--- config.mk ---
export PLATFORM = sky130hd
export DESIGN_NAME = flyby_dma_channel
export DESIGN_NICKNAME = d
export VERILOG_FILES = /design/src/rtl/flyby_dma_pkg.sv /design/src/rtl/flyby_dma_ctrl.sv /design/src/rtl/flyby_dma_datapath.sv /design/src/rtl/flyby_dma_channel.sv
export SDC_FILE = /design/constraint.sdc
export NUM_CORES = 1
export LEC_CHECK = 0
export BUFFER_PORTS_ARGS = -buffer_cell sky130_fd_sc_hd__buf_2
export CORE_MARGIN = 2
export CORE_UTILIZATION = 47
export DETAILED_ROUTE_END_ITERATION = 6
export PLACE_DENSITY = 0.74
export SYNTH_ARGS = -nofsm -noshare
export SYNTH_HDL_FRONTEND = slang
export SYNTH_SLANG_ARGS = --single-unit
--- constraint.sdc ---
create_clock -name clk -period 2.9 [get_ports clk]
set_input_delay 0.435 -clock clk [delete_from_list [all_inputs] [get_ports clk]]
set_output_delay 0.435 -clock clk [all_outputs]
set_load 0.1 [all_outputs]
--- src/rtl/flyby_dma_pkg.sv ---
package flyby_dma_pkg;

  typedef enum logic [1:0] {
    ST_IDLE = 2'd0,
    ST_T1   = 2'd1,
    ST_T2   = 2'd2,
    ST_REST = 2'd3
  } busState_t;

  // strobes from control to datapath
  typedef struct packed {
    logic load;     // take start address and count, clear terminal state
    logic advance;  // one item finished at end of T2
  } dmaStrobe_t;

endpackage

--- src/rtl/flyby_dma_ctrl.sv ---
module flyby_dma_ctrl
  import flyby_dma_pkg::*;
(
  input  logic       clk,
  input  logic       rstN,
  input  logic       cfgLoad,
  input  logic       chEnable,
  input  logic       dirWrite,
  input  logic       sizeWord,
  input  logic       policyContinuous,
  input  logic       dmaReq,
  input  logic       countZero,
  input  logic       lastItem,
  input  logic       tcSeen,
  output dmaStrobe_t strobe,
  output logic       dmaAck,
  output logic       busRead,
  output logic       busWrite,
  output logic       busStrobe,
  output logic       busWide
);

  busState_t stateQ, stateD;
  logic      startOk;
  logic      inCycle;

  // a new cycle may start only for an enabled, requesting, unfinished block
  assign startOk = chEnable && dmaReq && !countZero && !tcSeen;

  always_comb begin
    stateD = stateQ;
    unique case (stateQ)
      ST_IDLE: if (startOk) stateD = ST_T1;
      ST_T1:   stateD = ST_T2;
      ST_T2: begin
        if (lastItem)              stateD = ST_IDLE;
        else if (!policyContinuous) stateD = ST_REST;
        else if (chEnable && dmaReq) stateD = ST_T1;
        else                       stateD = ST_IDLE;
      end
      ST_REST: stateD = startOk ? ST_T1 : ST_IDLE;
      default: stateD = ST_IDLE;
    endcase
  end

  always_ff @(posedge clk or negedge rstN) begin
    if (!rstN) stateQ <= ST_IDLE;
    else       stateQ <= stateD;
  end

  assign inCycle        = (stateQ == ST_T1) || (stateQ == ST_T2);
  assign strobe.load    = cfgLoad && (stateQ == ST_IDLE);
  assign strobe.advance = (stateQ == ST_T2);

  assign dmaAck    = inCycle;
  assign busRead   = inCycle && !dirWrite;
  assign busWrite  = inCycle && dirWrite;
  assign busStrobe = (stateQ == ST_T2);
  assign busWide   = inCycle && sizeWord;

endmodule

--- src/rtl/flyby_dma_datapath.sv ---
module flyby_dma_datapath
  import flyby_dma_pkg::*;
#(
  parameter int ADDR_W = 16,
  parameter int CNT_W  = 8,
  parameter int STEP_W = 4
) (
  input  logic              clk,
  input  logic              rstN,
  input  dmaStrobe_t        strobe,
  input  logic [ADDR_W-1:0] cfgAddr,
  input  logic [CNT_W-1:0]  cfgCount,
  input  logic              addrUpdate,
  input  logic              addrDecrement,
  input  logic [STEP_W-1:0] addrStep,
  output logic [ADDR_W-1:0] addrOut,
  output logic [CNT_W-1:0]  countOut,
  output logic              countZero,
  output logic              lastItem,
  output logic              tcSeen,
  output logic              tcPulse
);

  localparam int PAD_W = ADDR_W - STEP_W;

  logic [ADDR_W-1:0] addrQ, addrNext, stepWide;
  logic [CNT_W-1:0]  countQ;
  logic              tcQ, irqQ;

  assign stepWide = {{PAD_W{1'b0}}, addrStep};

  // wraps naturally modulo 2^ADDR_W
  always_comb begin
    if (!addrUpdate)        addrNext = addrQ;
    else if (addrDecrement) addrNext = addrQ - stepWide;
    else                    addrNext = addrQ + stepWide;
  end

  always_ff @(posedge clk or negedge rstN) begin
    if (!rstN) begin
      addrQ  <= '0;
      countQ <= '0;
      tcQ    <= 1'b0;
      irqQ   <= 1'b0;
    end else begin
      irqQ <= 1'b0;
      if (strobe.load) begin
        addrQ  <= cfgAddr;
        countQ <= cfgCount;
        tcQ    <= 1'b0;
      end else if (strobe.advance) begin
        addrQ  <= addrNext;
        countQ <= countQ - 1'b1;
        if (countQ == CNT_W'(1)) begin
          tcQ  <= 1'b1;
          irqQ <= 1'b1;
        end
      end
    end
  end

  assign addrOut   = addrQ;
  assign countOut  = countQ;
  assign countZero = (countQ == '0);
  assign lastItem  = (countQ == CNT_W'(1));
  assign tcSeen    = tcQ;
  assign tcPulse   = irqQ;

endmodule

--- src/rtl/flyby_dma_channel.sv ---
module flyby_dma_channel
  import flyby_dma_pkg::*;
#(
  parameter int ADDR_W = 16,
  parameter int CNT_W  = 8,
  parameter int STEP_W = 4
) (
  input  logic              clk,
  input  logic              rstN,
  input  logic              cfgLoad,
  input  logic [ADDR_W-1:0] cfgAddr,
  input  logic [CNT_W-1:0]  cfgCount,
  input  logic              chEnable,
  input  logic              dirWrite,
  input  logic              sizeWord,
  input  logic              addrUpdate,
  input  logic              addrDecrement,
  input  logic [STEP_W-1:0] addrStep,
  input  logic              policyContinuous,
  input  logic              dmaReq,
  output logic              dmaAck,
  output logic [ADDR_W-1:0] busAddr,
  output logic              busRead,
  output logic              busWrite,
  output logic              busStrobe,
  output logic              busWide,
  output logic [CNT_W-1:0]  itemsLeft,
  output logic              tcFlag,
  output logic              tcIrq
);

  dmaStrobe_t strobe;
  logic       countZero, lastItem;

  flyby_dma_ctrl u_ctrl (
    .clk(clk), .rstN(rstN), .cfgLoad(cfgLoad), .chEnable(chEnable),
    .dirWrite(dirWrite), .sizeWord(sizeWord),
    .policyContinuous(policyContinuous), .dmaReq(dmaReq),
    .countZero(countZero), .lastItem(lastItem), .tcSeen(tcFlag),
    .strobe(strobe), .dmaAck(dmaAck), .busRead(busRead),
    .busWrite(busWrite), .busStrobe(busStrobe), .busWide(busWide)
  );

  flyby_dma_datapath #(.ADDR_W(ADDR_W), .CNT_W(CNT_W), .STEP_W(STEP_W)) u_dp (
    .clk(clk), .rstN(rstN), .strobe(strobe), .cfgAddr(cfgAddr),
    .cfgCount(cfgCount), .addrUpdate(addrUpdate),
    .addrDecrement(addrDecrement), .addrStep(addrStep),
    .addrOut(busAddr), .countOut(itemsLeft), .countZero(countZero),
    .lastItem(lastItem), .tcSeen(tcFlag), .tcPulse(tcIrq)
  );

endmodule

======== Word-level counts from Yosys, hierarchy flattened ========
Cells that the tools add are included.
operators by class
  divide/modulo/power cells ............... 0
  order comparisons ....................... 0
  eq/ne operators ......................... 5
  reduce and logical (&&, ||, !) cells .... 18
  bitwise operators ....................... 0
  multipliers ............................. 0
  multiplexer cells ....................... 18
  add/sub/neg operators ................... 3
  shift operators ......................... 0
operators by type and width
  operator               count
  $mux W16               4
  $add A16 B4 Y16        1
  $mux W8                2
  $sub A16 B4 Y16        1
  $eq A8 B1 Y1 const B   1
  $logic_not A8 Y1       1
  $mux W1                8
  $pmux W2 S4            1
  $sub A8 B1 Y8 const B  1
  $logic_and A1 B1 Y1    7
  $mux W2                3
  $reduce_bool A2 Y1     3
  $eq A2 B2 Y1 const B   2
  $reduce_and A2 Y1      2
  $logic_not A1 Y1       3
  $eq A2 B1 Y1 const B   1
  $logic_not A2 Y1       1
  $ne A2 B1 Y1 const B   1
  $logic_or A1 B1 Y1     1
word-level totals
  output and inout bits ................... 31
  input bits .............................. 38
  memory bits (read-only) ................. 0
  memories kept ........................... 0
  memory bits (writable) .................. 0
  flip-flop bits (word level) ............. 28
  bits in latches ......................... 0

======== Longest topological paths before layout ========
  word-level depth ........................ 6
  mapped depth ............................ 12

======== Modules after synthesis ========
Synthesis repeated with hierarchy kept, for this count alone.
second synthesis, totals
  cells, all modules ...................... 268
  area total of the unflattened synthesis .. 2301.0 µm²
by module, submodules not included
  module              area each (µm²)  sequential area each (µm²)  cells each  instances
  flyby_dma_datapath  2074.5           650.6                       244         1
  flyby_dma_ctrl      226.5            50.0                        24          1

======== Least setup slack after synthesis ========
OpenSTA, ideal clock, no wires.
  path kind ............................... reg-to-output
  from .................................... reg u_ctrl.stateQ[0]
  to ...................................... out busRead
  arrival ................................. 2760 ps
  path slack .............................. -295 ps
  required time ........................... 2465 ps
  stages on the path, launching flop included .. 4
  buffers on the path ..................... 0
  cell sequence ........................... dfrtp_1 > inv_1 > ha_1 > nor2b_1
between the ends
  word-level cells in the longest chain between the ends .. 3
  elaborated cells between the ends (all ways) .. 4
ends and longest elaborated chain
  what                                                 RTL line                 source
  start, declared                                      flyby_dma_ctrl.sv:23     busState_t stateQ, stateD;
  start signal, assigned                               flyby_dma_ctrl.sv:48     else stateQ <= stateD;
  $eq A2 B1 Y1 / $eq A2 B2 Y1 (equally long branches)  flyby_dma_ctrl.sv:51     assign inCycle = (stateQ == ST_T1) || (stateQ == ST_T2);
  $logic_or A1 B1 Y1 *                                 flyby_dma_ctrl.sv:51
  via dmaAck                                           flyby_dma_channel.sv:21  output logic dmaAck,
  $logic_and A1 B1 Y1 *                                flyby_dma_ctrl.sv:56     assign busRead = inCycle && !dirWrite;
  end, declared                                        flyby_dma_channel.sv:23  output logic busRead,
Mark *: on every way through the listed nets, which the timed path passes. The rest lies on a longest branch.

======== Worst setup path in the final report ========
  from .................................... in addrStep[2]
  to ...................................... reg u_dp.addrQ[12] (netlist: u_dp.addrOut[12])
between the ends
  word-level cells in the longest chain between the ends .. 5
  elaborated cells between the ends (all ways) .. 6
ends and longest elaborated chain
  what                                                       RTL line                                            source
  start, declared                                            flyby_dma_channel.sv:18                             input logic [STEP_W-1:0] addrStep,
  $add A16 B4 Y16 / $sub A16 B4 Y16 (equally long branches)  flyby_dma_datapath.sv:36, flyby_dma_datapath.sv:35
  $mux W16 *                                                 flyby_dma_datapath.sv:35                            else if (addrDecrement) addrNext = addrQ - stepWide;
  $mux W16 *                                                 flyby_dma_datapath.sv:34                            if (!addrUpdate) addrNext = addrQ;
  $mux W16 *                                                 flyby_dma_datapath.sv:51                            end else if (strobe.advance) begin
  $mux W16 *                                                 flyby_dma_datapath.sv:47                            if (strobe.load) begin
  end signal, assigned                                       flyby_dma_datapath.sv:48                            addrQ <= cfgAddr;
  end signal, assigned                                       flyby_dma_datapath.sv:52                            addrQ <= addrNext;
  end, declared                                              flyby_dma_datapath.sv:26                            logic [ADDR_W-1:0] addrQ, addrNext, stepWide;
Every way passes the cells marked *; elsewhere a longest branch is shown, timed or not. The select of a mux whose other input is x is not followed.
A chain may end at the register's enable or synchronous reset.

==> run_results.csv <==
group,metric,value,unit
worst_hold_path,hold_path_class,"in2async",
critical_path,critPathMaxFanout,4,
synth,synthAdderAreaFrac,15.2,%
critical_path,criticalPathCategory,"in2reg",
place,io_buffers,68,
sta,setup_tns,0,ns
synth,synthSimpleGateAreaFrac,15.3,%
detailed_routing,routed_via_density,5.55,
final_layout,nFillCells,452,
place,place.gp.congestion,0.816,
critical_path,cp_data_arrival_time,2.84,ns
die,start_util,48.4,%
synth,synth.avg_cell_area,8.64,um^2
synth,synth_edf_count,0,
synth,syn_area,2270,um^2
cts,ctsResizeCount,0,
cts,cts_tree,"yes",
synth,synth-xor-area-share,7.32,%
final_layout,diodes,0,
final_layout,drive_above_1_share,27.3,%
detailed_routing,drt_wl_total,5.45,mm
synth,yosys_warnings,0,
sta,period_minus_slack,2.61,ns
die,die_width,73.5,um
critical_path,r2r_slack,0.40,ns
grt,grt_max_degree,41,
detailed_routing,drtPass1Iterations,4,
sta,max_slew.worst_pin.slew,0.663,ns
sta,max_freq,383,MHz
cts,clk_latency,0.29,ns
sta,slew_headroom,55.8,%
synth,synth_cells,263,
synth,synthArstFlopShare,100,%
critical_path,r2r-end,"u_dp.addrOut[12]$_DFFE_PN0P_",
synth,synth_top_family_by_area,"compound AO/OA/AOI/OAI gates",
critical_path,reg2reg_from,"u_dp.addrOut[0]$_DFFE_PN0P_",
cts,clock-sinks,28,
detailed_routing,num_vias,2147,
synth,ys.flop_type,"dfrtp_1",
die,num_rows,25,
synth,synth_compound_area_share,24.3,%
cts,hold_buffers,0,
critical_path,start_kind,"input port",
final_layout,finish.utilization,59.0,%
detailed_routing,drc,0,
sta,hold_viol,0,
grt,first_global_vias,2123,
grt,gr-total-overflow,0,
detailed_routing,ant_nets,0,
grt,grt_usage,21.8,%
critical_path,end_kind,"flop",
place,hpwl,4.15,mm
die,chipHeight,73.5,um
sta,rsz0062_at_grt,"false",
sta,fin_skew,0.00376,ns
cts,postCtsSetupRepairBufs,0,
synth,synth_seq_cells,28,
final_layout,layout_common_cells,"buf_2, o21ai_0, nand2_1, dfrtp_1, ha_1",
synth,synth.distinct_cells,44,
synth,yosysSeqAreaShare,30.8,%
final_layout,area_delta_synth_final,21.8,%
die,die-area,5410,um^2
run_status,run_status,"complete, no violations",
sta,slew_viol_final,0,
sta,post-route-period-util,90.0,%
sta,finalSetupViolCount,0,
cts,htreeDepth,1,
cts,numCtsBuffers,3,
final_layout,layout_commonest_cell,"buf_2",
flow_run,cap_viol_max_count,0,
grt,grt_first_pass_wirelength,9.36,mm
die,core-area,4690,um^2
critical_path,required,3.13,ns
detailed_routing,drtIter0Drc,83,
synth,synth_nets,328,
cts,path_clk_slew,0.11,ns
cts,cts-root-buf,"clkbuf_8",
critical_path,r2r_cells,11,
die,pin_count,69,
cts,cts_buffer_depth,2,
detailed_routing,wl_per_cell,14.1,um
synth,synth_mux_area_share,2.70,%
final_layout,layout.nets,399,
grt,antenna_found_initial,0,
[cell usage after synthesis, types with 4 or more instances]
| cell type | number | area, um^2 |
|---|---|---|
| xor2_1 | 6 | 52.6 |
| nand4_1 | 5 | 31.3 |
| o21a_1 | 4 | 30.0 |
| nor2_1 | 16 | 60.1 |
| mux2i_1 | 5 | 50.1 |
| dfrtp_1 | 28 | 701 |
| ha_1 | 26 | 325 |
| a21oi_1 | 15 | 75.1 |
| nand2_1 | 30 | 113 |
| a22oi_1 | 6 | 45.0 |
| nor3_1 | 8 | 40.0 |
| o21ai_0 | 31 | 155 |
| clkbuf_1 | 6 | 22.5 |
| inv_1 | 14 | 52.6 |
| nand3_1 | 6 | 30.0 |
| a21o_1 | 5 | 37.5 |
| xnor2_1 | 13 | 114 |
[cell families after synthesis]
logic type / Yosys count
compound gates: 83
simple gates: 76
flops: 28
fa+ha+maj: 27
buf+inv: 24
xor+xnor: 19
mux: 6
[worst max path at each step]
| stage | end | slack, ns | from |
|---|---|---|---|
| 2_1_floorplan | u_dp.addrOut[12]$_DFFE_PN0P_ | 0.13 | u_dp.addrOut[0]$_DFFE_PN0P_ |
| 3_3_place_gp | u_dp.addrOut[12]$_DFFE_PN0P_ | 0.09 | addrStep[2] |
| 3_5_place_dp | u_dp.addrOut[12]$_DFFE_PN0P_ | 0.01 | addrStep[2] |
| 4_1_cts | u_dp.addrOut[12]$_DFFE_PN0P_ | 0.31 | addrStep[2] |
| 5_1_grt | u_dp.addrOut[14]$_DFFE_PN0P_ | 0.10 | addrStep[2] |
| 6_report | u_dp.addrOut[12]$_DFFE_PN0P_ | 0.29 | addrStep[2] |
[critical path: stages]
cell      delay, ns
buf_2          0.12
nor3_1         0.28
ha_1           0.29
mux2i_1        0.13
ha_1           0.28
o21ai_0        0.23
o21bai_1       0.09
a21o_2         0.24
a31oi_4        0.24
o221ai_2       0.16
o41ai_2        0.22
a41o_1         0.12
[metal layers]
layer,track usage [%],vias up,routed length (um)
li1,-,1087,-
met1,30.1,991,2580
met2,35.5,62,2500
met3,3.16,7,298
met4,6.46,0,76
met5,0,-,0
[registers in the layout, indices dropped and copies added (netlist names)]
name / cells
u_dp.addrOut: 16
u_dp.countOut: 8
u_dp.tcPulse: 1
u_dp.tcSeen: 1
u_ctrl.stateQ: 2
[layout make-up]
class	instances	area, um^2	share of cell area (%)
Clock inverter	1	30.0	1.09
Multi-Input combinational cell	211	1470	53.3
Sequential cell	28	701	25.3
Timing Repair Buffer	76	400	14.5
Inverter	14	52.6	1.90
Tap cell	54	67.6	2.44
Clock buffer	3	41.3	1.49
[per-stage QoR]
stage / hold slack (ns) / worst slack (ns) / std cells / cell area, um^2
floorplan: 0.139 / 0.132 / 263 / 2270
global placement: 0.504 / 0.0850 / 383 / 2700
detailed placement: 0.511 / 0.00976 / 383 / 2700
CTS: 0.196 / 0.311 / 387 / 2770
global route: 0.211 / 0.100 / 387 / 2770
finish: 0.161 / 0.289 / 387 / 2770
Power is left out: the tool's default activity adds up to more than one toggle a clock period on the data nets, which glitch-free logic cannot reach.
